$ cat src/rtl/mbox_pkg.sv
package mbox_pkg;
  typedef enum logic [2:0] {
    RES_OK = 3'd0, RES_INVALID = 3'd1, RES_TIMEOUT = 3'd2,
    RES_IOERR = 3'd3, RES_DENIED = 3'd4
  } result_e;

  typedef enum logic [2:0] {
    SEL_DPTR, SEL_SPTR, SEL_DATA, SEL_CMD, SEL_STS, SEL_OUT
  } busSel_e;

  typedef struct packed {
    logic    loadReq;
    logic    clrIdx;
    logic    incIdx;
    logic    clrWait;
    logic    incWait;
    logic    captureOut;
    logic    setResult;
    result_e resCode;
  } ctrlStrobe_t;

  localparam logic [11:0] OFS_CMD  = 12'h000;
  localparam logic [11:0] OFS_STS  = 12'h004;
  localparam logic [11:0] OFS_SPTR = 12'h008;
  localparam logic [11:0] OFS_DPTR = 12'h00C;
  localparam logic [11:0] OFS_WBUF = 12'h080;
  localparam logic [11:0] OFS_RBUF = 12'h090;
  localparam int STS_BUSY_BIT = 0;
  localparam int STS_ERR_BIT  = 1;
  localparam int CMD_IRQ_BIT  = 8;
  localparam logic [7:0] DENY_CODE_A = 8'd6;
  localparam logic [7:0] DENY_CODE_B = 8'd7;
endpackage

$ cat src/rtl/mbox_seq_dpath.sv
module mbox_seq_dpath
  import mbox_pkg::*;
#(
  parameter int MAX_IN_BYTES  = 16,
  parameter int MAX_OUT_WORDS = 4,
  parameter int POLL_LIMIT    = 1000,
  parameter int IRQ_WAIT      = 4000,
  parameter int ADDR_W        = 12,
  localparam int LEN_W   = $clog2(MAX_IN_BYTES + 1),
  localparam int OCNT_W  = $clog2(MAX_OUT_WORDS + 1),
  localparam int IN_W    = 8 * MAX_IN_BYTES,
  localparam int OUT_W   = 32 * MAX_OUT_WORDS,
  localparam int IN_WRDS = (MAX_IN_BYTES + 3) / 4,
  localparam int IDX_W   = $clog2((IN_WRDS > MAX_OUT_WORDS ? IN_WRDS : MAX_OUT_WORDS) + 1),
  localparam int WMAX    = POLL_LIMIT > IRQ_WAIT ? POLL_LIMIT : IRQ_WAIT,
  localparam int WAIT_W  = $clog2(WMAX + 1)
) (
  input  logic              clk,
  input  logic              rstN,
  input  ctrlStrobe_t       stb,
  input  busSel_e           sel,
  input  logic              reqSimple,
  input  logic              reqUseIrq,
  input  logic [7:0]        reqCmd,
  input  logic [3:0]        reqSub,
  input  logic [LEN_W-1:0]  reqInLen,
  input  logic [OCNT_W-1:0] reqOutCnt,
  input  logic [IN_W-1:0]   reqData,
  input  logic [31:0]       reqDstPtr,
  input  logic [31:0]       reqSrcPtr,
  input  logic [31:0]       busRData,
  output logic [ADDR_W-1:0] busAddr,
  output logic [31:0]       busWData,
  output logic              reqBad,
  output logic              useIrq,
  output logic              hasInWords,
  output logic              hasOutWords,
  output logic              lastIn,
  output logic              lastOut,
  output logic              waitDone,
  output logic              pollDone,
  output logic              stsBusy,
  output logic              stsErr,
  output logic [7:0]        stsCode,
  output result_e           result,
  output logic [OUT_W-1:0]  outData
);
  logic [7:0]        cmdR;
  logic [3:0]        subR;
  logic [LEN_W-1:0]  inLenR;
  logic [OCNT_W-1:0] outCntR;
  logic [IN_W-1:0]   dataR;
  logic [31:0]       dptrR, sptrR;
  logic              simpleR;
  logic [IDX_W-1:0]  idx;
  logic [WAIT_W-1:0] waitCnt;
  logic [LEN_W-1:0]  effLen;
  logic [OCNT_W-1:0] effOut;
  int                inWords;
  logic [31:0]       cmdWord;

  always_ff @(posedge clk) begin
    if (!rstN) begin
      cmdR <= '0; subR <= '0; inLenR <= '0; outCntR <= '0; dataR <= '0;
      dptrR <= '0; sptrR <= '0; simpleR <= 1'b0; useIrq <= 1'b0;
      idx <= '0; waitCnt <= '0; result <= RES_OK; outData <= '0;
    end else begin
      if (stb.loadReq) begin
        cmdR <= reqCmd; subR <= reqSub; inLenR <= reqInLen; outCntR <= reqOutCnt;
        dataR <= reqData; dptrR <= reqDstPtr; sptrR <= reqSrcPtr;
        simpleR <= reqSimple; useIrq <= reqUseIrq; outData <= '0;
      end
      if (stb.clrIdx) idx <= '0;
      else if (stb.incIdx) idx <= idx + 1'b1;
      if (stb.clrWait) waitCnt <= '0;
      else if (stb.incWait) waitCnt <= waitCnt + 1'b1;
      if (stb.captureOut) outData[32*int'(idx) +: 32] <= busRData;
      if (stb.setResult) result <= stb.resCode;
    end
  end

  assign reqBad = !reqSimple &&
                  (int'(reqInLen) > MAX_IN_BYTES || int'(reqOutCnt) > MAX_OUT_WORDS);
  assign effLen      = simpleR ? '0 : inLenR;
  assign effOut      = simpleR ? '0 : outCntR;
  assign inWords     = (int'(effLen) + 3) / 4;
  assign hasInWords  = inWords != 0;
  assign hasOutWords = effOut != '0;
  assign lastIn      = int'(idx) + 1 >= inWords;
  assign lastOut     = int'(idx) + 1 >= int'(effOut);
  assign waitDone    = int'(waitCnt) >= IRQ_WAIT - 1;
  assign pollDone    = int'(waitCnt) >= POLL_LIMIT - 1;
  assign stsBusy     = busRData[STS_BUSY_BIT];
  assign stsErr      = busRData[STS_ERR_BIT];
  assign stsCode     = busRData[23:16];

  assign cmdWord = (32'(effLen) << 16) | (32'(subR) << 12) |
                   (32'(useIrq) << CMD_IRQ_BIT) | 32'(cmdR);

  always_comb begin
    busAddr  = ADDR_W'(OFS_CMD);
    busWData = '0;
    case (sel)
      SEL_DPTR: begin busAddr = ADDR_W'(OFS_DPTR); busWData = dptrR; end
      SEL_SPTR: begin busAddr = ADDR_W'(OFS_SPTR); busWData = sptrR; end
      SEL_DATA: begin
        busAddr  = ADDR_W'(int'(OFS_WBUF) + 4 * int'(idx));
        busWData = dataR[32*int'(idx) +: 32];
      end
      SEL_CMD:  busWData = cmdWord;
      SEL_STS:  busAddr = ADDR_W'(OFS_STS);
      SEL_OUT:  busAddr = ADDR_W'(int'(OFS_RBUF) + 4 * int'(idx));
      default:  busAddr = ADDR_W'(OFS_CMD);
    endcase
  end
endmodule

$ cat src/rtl/mbox_seq_ctrl.sv
module mbox_seq_ctrl
  import mbox_pkg::*;
(
  input  logic        clk,
  input  logic        rstN,
  input  logic        reqValid,
  input  logic        reqSimple,
  input  logic        reqBad,
  input  logic        useIrq,
  input  logic        hasInWords,
  input  logic        hasOutWords,
  input  logic        lastIn,
  input  logic        lastOut,
  input  logic        waitDone,
  input  logic        pollDone,
  input  logic        stsBusy,
  input  logic        stsErr,
  input  logic [7:0]  stsCode,
  input  logic        cmpIrq,
  input  logic        busReady,
  output logic        busValid,
  output logic        busWrite,
  output busSel_e     sel,
  output ctrlStrobe_t stb,
  output logic        busy,
  output logic        done
);
  typedef enum logic [3:0] {
    S_IDLE, S_DPTR, S_SPTR, S_DATA, S_CMD, S_WIRQ, S_STS, S_POLL, S_OUT, S_DONE
  } state_e;
  state_e state, nxt;

  always_ff @(posedge clk) begin
    if (!rstN) state <= S_IDLE;
    else       state <= nxt;
  end

  always_comb begin
    nxt = state; stb = '0; busValid = 1'b0; busWrite = 1'b0; sel = SEL_CMD;
    case (state)
      S_IDLE: if (reqValid) begin
        stb.loadReq = 1'b1; stb.clrIdx = 1'b1; stb.clrWait = 1'b1;
        if (reqBad) begin
          stb.setResult = 1'b1; stb.resCode = RES_INVALID; nxt = S_DONE;
        end else nxt = reqSimple ? S_CMD : S_DPTR;
      end
      S_DPTR: begin
        busValid = 1'b1; busWrite = 1'b1; sel = SEL_DPTR;
        if (busReady) nxt = S_SPTR;
      end
      S_SPTR: begin
        busValid = 1'b1; busWrite = 1'b1; sel = SEL_SPTR;
        if (busReady) nxt = hasInWords ? S_DATA : S_CMD;
      end
      S_DATA: begin
        busValid = 1'b1; busWrite = 1'b1; sel = SEL_DATA;
        if (busReady) begin
          if (lastIn) begin stb.clrIdx = 1'b1; nxt = S_CMD; end
          else stb.incIdx = 1'b1;
        end
      end
      S_CMD: begin
        busValid = 1'b1; busWrite = 1'b1; sel = SEL_CMD;
        if (busReady) begin stb.clrWait = 1'b1; nxt = useIrq ? S_WIRQ : S_POLL; end
      end
      S_WIRQ: begin
        if (cmpIrq) nxt = S_STS;
        else if (waitDone) begin
          stb.setResult = 1'b1; stb.resCode = RES_TIMEOUT; nxt = S_DONE;
        end else stb.incWait = 1'b1;
      end
      S_STS, S_POLL: begin
        busValid = 1'b1; sel = SEL_STS;
        if (busReady) begin
          if (state == S_POLL && stsBusy) begin
            if (pollDone) begin
              stb.setResult = 1'b1; stb.resCode = RES_TIMEOUT; nxt = S_DONE;
            end else stb.incWait = 1'b1;
          end else if (stsErr) begin
            stb.setResult = 1'b1; nxt = S_DONE;
            stb.resCode = (stsCode == DENY_CODE_A || stsCode == DENY_CODE_B)
                          ? RES_DENIED : RES_IOERR;
          end else if (hasOutWords) begin
            stb.clrIdx = 1'b1; nxt = S_OUT;
          end else begin
            stb.setResult = 1'b1; stb.resCode = RES_OK; nxt = S_DONE;
          end
        end
      end
      S_OUT: begin
        busValid = 1'b1; sel = SEL_OUT;
        if (busReady) begin
          stb.captureOut = 1'b1;
          if (lastOut) begin
            stb.setResult = 1'b1; stb.resCode = RES_OK; nxt = S_DONE;
          end else stb.incIdx = 1'b1;
        end
      end
      S_DONE:  nxt = S_IDLE;
      default: nxt = S_IDLE;
    endcase
  end

  assign busy = state != S_IDLE;
  assign done = state == S_DONE;
endmodule

$ cat src/rtl/mbox_cmd_seq.sv
module mbox_cmd_seq
  import mbox_pkg::*;
#(
  parameter int MAX_IN_BYTES  = 16,
  parameter int MAX_OUT_WORDS = 4,
  parameter int POLL_LIMIT    = 1000,
  parameter int IRQ_WAIT      = 4000,
  parameter int ADDR_W        = 12,
  localparam int LEN_W  = $clog2(MAX_IN_BYTES + 1),
  localparam int OCNT_W = $clog2(MAX_OUT_WORDS + 1),
  localparam int IN_W   = 8 * MAX_IN_BYTES,
  localparam int OUT_W  = 32 * MAX_OUT_WORDS
) (
  input  logic              clk,
  input  logic              rstN,
  input  logic              reqValid,
  input  logic              reqSimple,
  input  logic              reqUseIrq,
  input  logic [7:0]        reqCmd,
  input  logic [3:0]        reqSub,
  input  logic [LEN_W-1:0]  reqInLen,
  input  logic [OCNT_W-1:0] reqOutCnt,
  input  logic [IN_W-1:0]   reqData,
  input  logic [31:0]       reqDstPtr,
  input  logic [31:0]       reqSrcPtr,
  output logic              busy,
  output logic              done,
  output logic [2:0]        result,
  output logic [OUT_W-1:0]  outData,
  output logic              busValid,
  output logic              busWrite,
  output logic [ADDR_W-1:0] busAddr,
  output logic [31:0]       busWData,
  input  logic              busReady,
  input  logic [31:0]       busRData,
  input  logic              cmpIrq
);
  ctrlStrobe_t stb;
  busSel_e     sel;
  result_e     resR;
  logic reqBad, useIrq, hasInWords, hasOutWords, lastIn, lastOut;
  logic waitDone, pollDone, stsBusy, stsErr;
  logic [7:0] stsCode;

  mbox_seq_dpath #(
    .MAX_IN_BYTES(MAX_IN_BYTES), .MAX_OUT_WORDS(MAX_OUT_WORDS),
    .POLL_LIMIT(POLL_LIMIT), .IRQ_WAIT(IRQ_WAIT), .ADDR_W(ADDR_W)
  ) u_dpath (
    .clk(clk), .rstN(rstN), .stb(stb), .sel(sel),
    .reqSimple(reqSimple), .reqUseIrq(reqUseIrq), .reqCmd(reqCmd), .reqSub(reqSub),
    .reqInLen(reqInLen), .reqOutCnt(reqOutCnt), .reqData(reqData),
    .reqDstPtr(reqDstPtr), .reqSrcPtr(reqSrcPtr), .busRData(busRData),
    .busAddr(busAddr), .busWData(busWData), .reqBad(reqBad), .useIrq(useIrq),
    .hasInWords(hasInWords), .hasOutWords(hasOutWords), .lastIn(lastIn),
    .lastOut(lastOut), .waitDone(waitDone), .pollDone(pollDone),
    .stsBusy(stsBusy), .stsErr(stsErr), .stsCode(stsCode),
    .result(resR), .outData(outData)
  );

  mbox_seq_ctrl u_ctrl (
    .clk(clk), .rstN(rstN), .reqValid(reqValid), .reqSimple(reqSimple),
    .reqBad(reqBad), .useIrq(useIrq), .hasInWords(hasInWords),
    .hasOutWords(hasOutWords), .lastIn(lastIn), .lastOut(lastOut),
    .waitDone(waitDone), .pollDone(pollDone), .stsBusy(stsBusy),
    .stsErr(stsErr), .stsCode(stsCode), .cmpIrq(cmpIrq), .busReady(busReady),
    .busValid(busValid), .busWrite(busWrite), .sel(sel), .stb(stb),
    .busy(busy), .done(done)
  );

  assign result = resR;
endmodule

$ cat config.mk
export PLATFORM = sky130hd
export DESIGN_NAME = mbox_cmd_seq
export DESIGN_NICKNAME = d
export VERILOG_FILES = /design/src/rtl/mbox_pkg.sv /design/src/rtl/mbox_seq_dpath.sv /design/src/rtl/mbox_seq_ctrl.sv /design/src/rtl/mbox_cmd_seq.sv
export SDC_FILE = /design/constraint.sdc
export NUM_CORES = 1
export LEC_CHECK = 0
export ABC_AREA = 0
export BUFFER_PORTS_ARGS = -buffer_cell sky130_fd_sc_hd__buf_4
export CAP_MARGIN = 30
export CORE_UTILIZATION = 54
export CTS_BUF_LIST = sky130_fd_sc_hd__clkbuf_8
export CTS_CLUSTER_SIZE = 30
export DETAILED_ROUTE_END_ITERATION = 8
export GPL_ROUTABILITY_DRIVEN = 0
export PLACE_DENSITY_LB_ADDON = 0.08
export SETUP_SLACK_MARGIN = 0.2
export SYNTH_ARGS = -nofsm -noshare
export SYNTH_HDL_FRONTEND = slang
export SYNTH_SLANG_ARGS = --single-unit
$ cat constraint.sdc
create_clock -name clk -period 4.34 [get_ports clk]
set_clock_uncertainty 0.15 [all_clocks]
set_input_delay 0.651 -clock clk [delete_from_list [all_inputs] [get_ports clk]]
set_output_delay 0.651 -clock clk [all_outputs]
set_load 0.02 [all_outputs]
==> metrics.csv, run 1 <==
stage,metric,value,unit
worst_setup_path,startpoint_type,flip-flop,
layout,finish.utilization,0.702,
sta,finalCritPeriodShare,0.906,
worst_setup_path,crit_fanout,21,
global_route,gr-total-overflow,0,
clock_tree,cts_buffer_depth,3,
placement,port_buffers,422,
worst_setup_path,cp.required,3.54,ns
detailed_routing,remaining_drc_errors,0,
detailed_routing,drt_iter0_markers,1261,
synth,synth_compound_area_frac,0.205,
synth,synth_top_area_share,0.450,
worst_setup_path,slowest_delay,0.74,ns
pwr,leakage,8.41,nW
synth,synthTopCellsByCount,"nand2_1, dfxtp_1, a21boi_0",
floorplan,io-pin-count,430,
pwr,power,10.5,mW
global_route,grt_pass1_vias,14300,
synth,synth_most_common_cell,nand2_1,
sta,fmax,0.254,GHz
floorplan,die_w,175,um
sta,setup_ws,0.407,ns
sta,setup-tns-final,0,ns
layout,fin_nets,2538,
layout,fin_cells,2718,
global_route,grt_pass1_wl,77.0,mm
synth,synthMuxAreaShare,0.0482,
clock_tree,hold_buffers,0,
clock_tree,ctsResizeCount,0,
synth,synth_area_per_cell,8.37,sq um
synth,synth_area,16200,sq um
clock_tree,clk_pin_slew,0.07,ns
synth,synth-edff-count,0,
layout,fillers,2476,
clock_tree,htree_levels,2,
detailed_routing,wire_per_inst,18.6,um
worst_setup_path,arrival,3.13,ns
pwr,peakVddDrop,0.289,mV
clock_tree,cts_tree,done,
pwr,p_per_area,507,nW/um^2
worst_setup_path,cp_top_family,simple AND/OR/NAND/NOR gates,
floorplan,die_area,30700,sq um
clock_tree,cts.sinks,364,
placement,post-place-ws,0.986,ns
synth,ys_seq_area_frac,0.450,
synth,yosys_warnings,0,
clock_tree,cts_buffers,59,
worst_setup_path,cp_common_cell,buf_4,
synth,synth_top_family_by_area,simple AND/OR/NAND/NOR gates,
outcome,status,finished clean,
detailed_routing,ant_nets,0,
synth,synthTopCellsByArea,"dfxtp_1, nand2_1, a21boi_0",
floorplan,die_height,175,um
sta,timing.final.setup_violations,0,
floorplan,num_rows,63,
floorplan,core_region_area,29600,sq um
clock_tree,cts_root_buf,clkbuf_8,
sta,slew_headroom,0.349,
clock_tree,clkLatencyLatePin,0.61,ns
floorplan,initial_core_util,0.547,
synth,synth_adder_area_share,0.00773,
worst_setup_path,end_kind,output pin,
worst_setup_path,worstPathCellList,nand4_1 > nor2_4 > buf_4 > nand2_1 > a21oi_1 > buf_4,
sta,hold_viol,0,
detailed_routing,vias,15200,
placement,dpl.cell_count,2606,
synth,synth_seq_cells,364,
layout,drive_above_1_share,0.253,
synth,ys_types,61,
sta,worstMarginPinSlew,0.976,ns
sta,rsz0062_at_grt,false,
worst_setup_path,path_buf_inv,2,
sta,period_needed,3.93,ns
detailed_routing,vias_per_cell,5.61,
layout,area_growth,28.3,%
clock_tree,post_cts_buffers,0,
layout,ff_latch_area,7290,sq um
synth,netlist_instances,1933,
global_route,grt_util_all_layers,0.319,
global_route,grt_max_degree,171,
run,cap_violations,0,
layout,multiInputGateArea,8120,sq um
placement,hpwl,35.2,mm
synth,synth-xor-area-share,0.00595,
worst_setup_path,slowest_stage,dfxtp_1,
sta,slew_violations,0,
detailed_routing,wl,50.5,mm
detailed_routing,drt_pass1_iterations,9,
synth,synth_top_cell_by_area,dfxtp_1,
global_route,antenna_found_initial,8,
worst_hold_path,hold_class,input pin to flip-flop,
synth,synthSimpleGateAreaFrac,0.231,
worst_setup_path,critical_path_class,flip-flop to output pin,
synth,synthArstFlopShare,0,
synth,ys.flop_type,dfxtp_1,
where the power goes:
| part | internal (mW) | switching (mW) |
|---|---|---|
| Combinational | 1.16 | 2.05 |
| Sequential | 3.81 | 0.357 |
| Clock | 1.76 | 1.38 |
| Total | 6.73 | 3.79 |
per-stage QoR:
step                      instance area [sq um]  hold slack [ns]
final                                     20800            0.142
after CTS                                 20700            0.110
after global routing                      20800            0.117
after detailed placement                  19500            0.307
after global placement                    19400            0.299
after floorplan                           16200            0.289
registers in the layout, indices dropped and copies added, names as in the netlist:
register and cells:
u_dpath.dataR 128, u_dpath.outData 128, u_dpath.dptrR 32, u_dpath.sptrR 32
u_dpath.waitCnt 12, u_dpath.cmdR 8, u_dpath.inLenR 5, u_ctrl.state 4
u_dpath.subR 4, u_dpath.idx 3, u_dpath.outCntR 3, u_dpath.result 3
u_dpath.simpleR 1, u_dpath.useIrq 1
kinds of logic after synthesis:
logic type	Yosys count
other cells	1
simple gates	854
flops	364
compound gates	461
fa+ha+maj	10
xor+xnor	11
buf+inv	194
mux	38
final timing paths:
check        cells past startpoint  slack [ns]                   to           startpoint
max                              6        0.41         busWData[18]      u_ctrl.state[1]
max reg2reg                     10        1.20       u_dpath.idx[2]       u_dpath.idx[1]
min reg2reg                      2        0.31  u_dpath.outData[67]  u_dpath.outData[67]
min                              3        0.14    u_dpath.dataR[31]          reqData[31]
worst min-delay path: stages:
cell and delay [ns]:
buf_4 0.11, nand2_1 0.04, a21boi_0 0.06
cells in the final DEF, fill, tap and decap left out, types with 40 or more instances in the layout:
cell type	netlist	final
nand2_1	572	572
o21ai_0	82	81
a21boi_1	60	60
dfxtp_1	364	361
inv_1	22	40
and2_1	64	64
buf_4	15	439
a21boi_0	221	221
nand3_1	138	137
clkbuf_8	0	81
routing by layer:
metal | wire length (um) | track usage | vias to the layer above | share of wire
li1 | - | - | 7279 | -
met1 | 20000 | 0.396 | 7164 | 0.40
met2 | 23500 | 0.514 | 664 | 0.47
met3 | 4590 | 0.0831 | 135 | 0.091
met4 | 2330 | 0.158 | 6 | 0.046
met5 | 42 | 0 | - | 0.00083
cell type report:
type	count	share of cell area
flip-flops and latches	364	0.351
diodes	5	0.000603
clock buffers	80	0.0530
inverters	22	0.00398
multi-input cells	1381	0.391
well taps	390	0.0235
repair buffers	449	0.168
clock inverters	27	0.00856
(Power assumes the default switching activity.)
==> inputs of run 2 (changes only) <==
==> constraint.sdc (replaced) <==
create_clock -name clk -period 4.34 [get_ports clk]
set_clock_uncertainty 0.15 [all_clocks]
set_input_delay 0.651 -clock clk [delete_from_list [all_inputs] [get_ports clk]]
set_output_delay 0.651 -clock clk [all_outputs]
set_load 0.01 [all_outputs]
==> metrics.csv, run 2 (same netlist as run 1, synthesis figures left out) <==
stage,metric,value,unit,change
outcome,status,finished clean,,
layout,final_common_cell,nand2_1,,
sta,timing.final.setup_violations,0,,unchanged
sta,hold_viol,0,,unchanged
worst_hold_path,hold_class,input pin to flip-flop,,
sta,worstMarginPinSlew,0.920,ns,-0.0564 ns
layout,finish.utilization,0.697,,-0.00521
worst_hold_path,hold_depth,3,,unchanged
global_route,grt_pass1_wl,77.3,mm,+0.31%
run,cap_violations,0,,unchanged
layout,multiInputGateArea,8130,sq um,about the same
placement,post-place-ws,0.989,ns,+0.00266 ns
detailed_routing,wl,50.1,mm,-0.67%
layout,fillers,2458,,-0.73%
layout,reg_top3,"u_dpath.dataR: 128 flops, u_dpath.outData: 128 flops",,
worst_setup_path,critical_path_class,flip-flop to output pin,,
layout,area_growth,27.3,%,
detailed_routing,drt_pass1_iterations,7,,-2
clock_tree,cts.sinks,364,,unchanged
clock_tree,clkLatencyLatePin,0.62,ns,about the same
clock_tree,htree_levels,2,,unchanged
clock_tree,cts_buffers,58,,-1.7%
layout,drive_above_1_share,0.249,,-0.00366
layout,final_cell_mix,"nand2_1, buf_4, dfxtp_1",,
placement,port_buffers,422,,unchanged
layout,fin_nets,2539,,+0.039%
sta,period_needed,3.97,ns,+0.0368 ns
floorplan,core_region_area,29600,sq um,unchanged
detailed_routing,remaining_drc_errors,0,,unchanged
worst_setup_path,end_kind,output pin,,
clock_tree,cts_root_buf,clkbuf_8,,
worst_setup_path,startpoint_type,flip-flop,,
worst_setup_path,worst-r2r-cell-count,10,,unchanged
worst_hold_path,hp-start,reqData[65],,
floorplan,initial_core_util,0.547,,unchanged
worst_setup_path,cp.required,3.54,ns,about the same
sta,rsz0062_at_grt,false,,
global_route,antenna_found_initial,4,,-4
clock_tree,post_cts_buffers,0,,unchanged
detailed_routing,vias,15200,,-0.37%
global_route,gr-total-overflow,0,,unchanged
sta,slew_headroom,0.385,,+0.0361
sta,finalCritPeriodShare,0.915,,+0.00847
detailed_routing,drt_iter0_markers,1160,,-8.0%
sta,setup-tns-final,0,ns,unchanged
detailed_routing,ant_nets,0,,unchanged
pwr,p_per_area,489,nW/um^2,-3.6%
layout,ff_latch_area,7290,sq um,unchanged
worst_setup_path,crit_fanout,21,,unchanged
clock_tree,clk_pin_slew,0.07,ns,about the same
floorplan,num_rows,63,,unchanged
floorplan,die_area,30700,sq um,unchanged
placement,place_area,19500,sq um,about the same
global_route,grt_util_all_layers,0.318,,-0.00178
global_route,grt_pass1_vias,14400,,+1.0%
worst_setup_path,arrival,3.17,ns,+0.04 ns
detailed_routing,vias_per_cell,5.59,,-0.37%
placement,hpwl,34.9,mm,-1.0%
worst_setup_path,r2r_start,u_dpath.idx[0],,
global_route,grt_max_degree,162,,-5.3%
clock_tree,cts_tree,done,,
clock_tree,cts_buffer_depth,3,,unchanged
pwr,peakVddDrop,0.343,mV,+19%
worst_setup_path,reg2reg_to,u_dpath.idx[2],,
layout,fin_area,20600,sq um,-0.74%
sta,slew_violations,0,,unchanged
sta,setup_ws,0.370,ns,-0.0368 ns
pwr,leakage,8.36,nW,-0.60%
worst_setup_path,regToRegSetupSlack,1.22,ns,+0.02 ns
floorplan,die_w,175,um,unchanged
worst_hold_path,hold_path_end,u_dpath.dataR[65],,
floorplan,die_height,175,um,unchanged
floorplan,io-pin-count,430,,unchanged
sta,fmax,0.252,GHz,-0.93%
detailed_routing,wire_per_inst,18.4,um,-0.67%
[run 2: changes by cell type in the layout (fill, tap and decap cells not counted), sizes merged, moves of 2 or more]
cell,delta
diode,-2
clkbuf,-9
inv,+9
clkinvlp,+3
bufinv,-2
[run 2: worst max path at each step]
stage               startpoint      endpoint  slack (ns)  depth (start not counted)
3_5_place_dp   u_ctrl.state[0]  busWData[19]        0.99                          6
6_report       u_ctrl.state[1]  busWData[19]        0.37                          6
3_3_place_gp   u_ctrl.state[0]  busWData[19]        1.11                          6
2_1_floorplan   u_dpath.idx[0]  busWData[21]        1.55                          5
5_1_grt        u_ctrl.state[1]  busWData[19]        0.22                          6
4_1_cts        u_ctrl.state[0]  busWData[19]        0.33                          6
[run 2: per-layer routing]
metal | routed length, um | up-vias | track usage
li1 | - | 7293 | -
met1 | 19900 | 7157 | 0.386
met2 | 23900 | 613 | 0.533
met3 | 4050 | 126 | 0.0688
met4 | 2230 | 2 | 0.155
met5 | 17 | - | 0
[run 2: area by class of cell]
cell class | count | area share
flip-flops and latches | 364 | 0.354
well taps | 390 | 0.0237
diodes | 3 | 0.000364
repair buffers | 450 | 0.168
clock inverters | 36 | 0.00771
inverters | 22 | 0.00401
clock buffers | 71 | 0.0474
multi-input cells | 1382 | 0.394
[run 2: critical path: stages, from the launching register on]
cell and delay [ns]:
dfxtp_1 0.72, nand4_1 0.58, nor2_4 0.58, buf_4 0.28
nand2_1 0.07, a21oi_1 0.14, buf_4 0.18
[run 2: what timing repair did]
action	in CTS	in global routing
setup endpoints to repair	0	13
hold buffers	0	0
gates resized for setup	0	1
[run 2: power breakdown]
group	leakage, nW	total [mW]	internal [mW]	switching [mW]
clock	0.682	2.83	1.47	1.36
sequential	2.96	4.16	3.81	0.344
combinational	4.72	3.08	1.14	1.94
[run 2: per-stage QoR]
stage	hold WS, ns	power [mW]	std cells
after floorplan	0.289	6.10	1939
after global placement	0.299	7.18	2606
after detailed placement	0.307	7.27	2607
after CTS	0.117	10.1	2714
after global routing	0.133	10.6	2718
final	0.130	10.1	2718
==> inputs of run 3 (changes only) <==
--- a/config.mk
+++ b/config.mk
@@ -8,11 +8,10 @@
 export ABC_AREA = 0
 export BUFFER_PORTS_ARGS = -buffer_cell sky130_fd_sc_hd__buf_4
 export CAP_MARGIN = 30
-export CORE_UTILIZATION = 54
+export CORE_UTILIZATION = 50
 export CTS_BUF_LIST = sky130_fd_sc_hd__clkbuf_8
 export CTS_CLUSTER_SIZE = 30
 export DETAILED_ROUTE_END_ITERATION = 8
-export GPL_ROUTABILITY_DRIVEN = 0
 export PLACE_DENSITY_LB_ADDON = 0.08
 export SETUP_SLACK_MARGIN = 0.2
 export SYNTH_ARGS = -nofsm -noshare
==> metrics.csv, run 3 (same netlist as run 1, synthesis figures left out) <==
stage,metric,value,unit,change
floorplan,die_area,33100,sq um,+7.9%
clock_tree,cts_buffer_depth,3,,unchanged
pwr,pwr-share-comb,0.297,,-0.009
floorplan,die_w,182,um,+3.9%
clock_tree,clkLatencyLatePin,0.60,ns,-0.02 ns
global_route,grtUsageMet3,0.0650,,-0.00377
layout,area_growth,27.2,%,about the same
global_route,grt_pass1_wl,77.4,mm,+0.20%
floorplan,num_rows,65,,+3.2%
worst_hold_path,hold_class,input pin to flip-flop,,
outcome,status,finished clean,,
run,cap_violations,0,,unchanged
layout,final_cell_mix,"nand2_1, buf_4, dfxtp_1",,
detailed_routing,drt_iter0_markers,1036,,-11%
pwr,seqPwrFrac,0.411,,-0.002
sta,setup-tns-final,0,ns,unchanged
sta,timing.final.setup_violations,0,,unchanged
global_route,gr-usage-met2,0.498,,-0.0354
floorplan,core_region_area,31700,sq um,+7.3%
global_route,grt_util_all_layers,0.294,,-0.0233
sta,period_needed,3.99,ns,+0.0187 ns
global_route,busiest_layer,met2,,
clock_tree,hold_buffers,0,,unchanged
pwr,leakage,8.33,nW,-0.39%
worst_setup_path,slowest_stage,dfxtp_1,,
layout,final_common_cell,nand2_1,,
worst_setup_path,cp_common_cell,buf_4,,
pwr,p_per_area,490,nW/um^2,+0.29%
worst_setup_path,arrival,3.19,ns,+0.02 ns
layout,drive_above_1_share,0.248,,-0.00119
clock_tree,htree_levels,2,,unchanged
placement,gp_congestion,0.885,,
detailed_routing,vias_per_cell,5.52,,-1.3%
sta,finalCritPeriodShare,0.919,,+0.00431
sta,slew_headroom,0.259,,-0.126
worst_setup_path,worstPathCellList,inv_1 > nand2_1 > nor2_4 > buf_4 > a222oi_1 > a21oi_1 > buf_4,,
placement,port_buffers,422,,unchanged
floorplan,io-pin-count,430,,unchanged
worst_setup_path,crit_fanout,25,,+19%
pwr,power,10.1,mW,+0.20%
sta,hold_viol,0,,unchanged
layout,fin_nets,2534,,-0.20%
global_route,antenna_found_initial,9,,+5
floorplan,initial_core_util,0.510,,-0.0373
sta,worstMarginPinSlew,1.11,ns,+0.191 ns
sta,slew_violations,0,,unchanged
placement,hpwl,35.1,mm,+0.57%
global_route,grt_pass1_vias,14600,,+0.91%
global_route,grt_max_degree,239,,+48%
detailed_routing,vias,15000,,-1.2%
pwr,power_frac_clock,0.292,,+0.011
global_route,met1_usage,0.361,,-0.0243
layout,finish.utilization,0.649,,-0.0480
global_route,gr-total-overflow,0,,unchanged
worst_setup_path,cp.required,3.54,ns,about the same
worst_setup_path,cp_top_family,flip-flops,,
detailed_routing,wl,50.3,mm,+0.29%
worst_setup_path,startpoint_type,flip-flop,,
pwr,peakVddDrop,0.627,mV,+83%
clock_tree,cts_root_buf,clkbuf_8,,
sta,fmax,0.251,GHz,-0.47%
detailed_routing,ant_nets,0,,unchanged
worst_setup_path,critical_path_class,flip-flop to output pin,,
pwr,switching_share,0.354,,-0.00766
clock_tree,cts.sinks,364,,unchanged
clock_tree,cts_tree,done,,
clock_tree,clk_pin_slew,0.06,ns,about the same
detailed_routing,remaining_drc_errors,0,,unchanged
floorplan,die_height,182,um,+3.9%
sta,rsz0062_at_grt,false,,
detailed_routing,drt_pass1_iterations,6,,-1
worst_setup_path,path_buf_inv,3,,+1
layout,reg_top3,"u_dpath.dataR: 128 flops, u_dpath.outData: 128 flops",,
worst_setup_path,end_kind,output pin,,
detailed_routing,wire_per_inst,18.5,um,+0.14%
worst_setup_path,slowest_delay,0.75,ns,+0.03 ns
pwr,switchingPower,3.57,mW,-1.9%
pwr,p_int,6.52,mW,+1.4%
clock_tree,cts_buffers,60,,+3.4%
## run 3: cell types whose count changed in the layout (fill, tap and decap cells not counted)
cell | previous run | this run
buf_12 | 7 | 4
buf_4 | 441 | 437
buf_6 | 0 | 1
bufinv_16 | 0 | 1
clkbuf_8 | 72 | 77
clkinv_2 | 4 | 2
clkinvlp_4 | 3 | 0
diode_2 | 3 | 8
inv_1 | 50 | 43
nor2_2 | 2 | 1
## run 3: power by group through the flow
stage	clock network [mW]	registers (mW)	logic [mW]
floorplan	0	4.06	2.05
global placement	0	4.19	2.95
detailed placement	0	4.21	2.98
CTS	2.99	4.14	2.99
global route	3.15	4.20	3.30
finish	2.94	4.15	3.00
## run 3: what timing repair did
action / in CTS / in global routing
setup buffers: 0 / 0
resized for setup: 0 / 2
endpoints found under the setup margin: 0 / 12
## run 3: layout make-up
class | count | area [sq um]
diodes | 8 | 20.0
inverters | 22 | 82.6
fillers | 2811 | 11100
clock inverters | 25 | 130
well taps | 402 | 503
multi-input cells | 1381 | 8120
clock buffers | 76 | 1050
repair buffers | 444 | 3390
flip-flops and latches | 364 | 7290
## run 3: path summary, 6_finish.rpt
kind	startpoint	end	slack, ns	cells after the start
hold / removal	reqSub[0]	u_dpath.subR[0]	0.17	3
setup / recovery	u_ctrl.state[2]	busWData[12]	0.35	7
setup reg to reg	u_dpath.idx[0]	u_dpath.outData[109]	0.84	8
hold reg to reg	u_dpath.dataR[52]	u_dpath.dataR[52]	0.31	2
## run 3: through the flow
| step | setup slack [ns] | cells | cell area [sq um] | hold slack [ns] |
|---|---|---|---|---|
| 4_1_cts | 0.218 | 2714 | 20600 | 0.138 |
| 2_1_floorplan | 1.55 | 1939 | 16200 | 0.289 |
| 3_3_place_gp | 0.822 | 2612 | 19400 | 0.298 |
| 3_5_place_dp | 0.853 | 2613 | 19400 | 0.306 |
| 5_1_grt | 0.226 | 2721 | 20600 | 0.149 |
| 6_report | 0.352 | 2722 | 20600 | 0.168 |
## run 3: layer usage
| layer | wire length, um | up-vias |
|---|---|---|
| li1 | - | 7282 |
| met1 | 20700 | 7092 |
| met2 | 24300 | 554 |
| met3 | 3700 | 86 |
| met4 | 1580 | 2 |
| met5 | 17 | - |
## run 3: tightest hold or removal path: cells and delay by family
kind	cells	cell delay (ns)
simple gates	1	0.04
compound gates	1	0.06
buf+inv	1	0.11
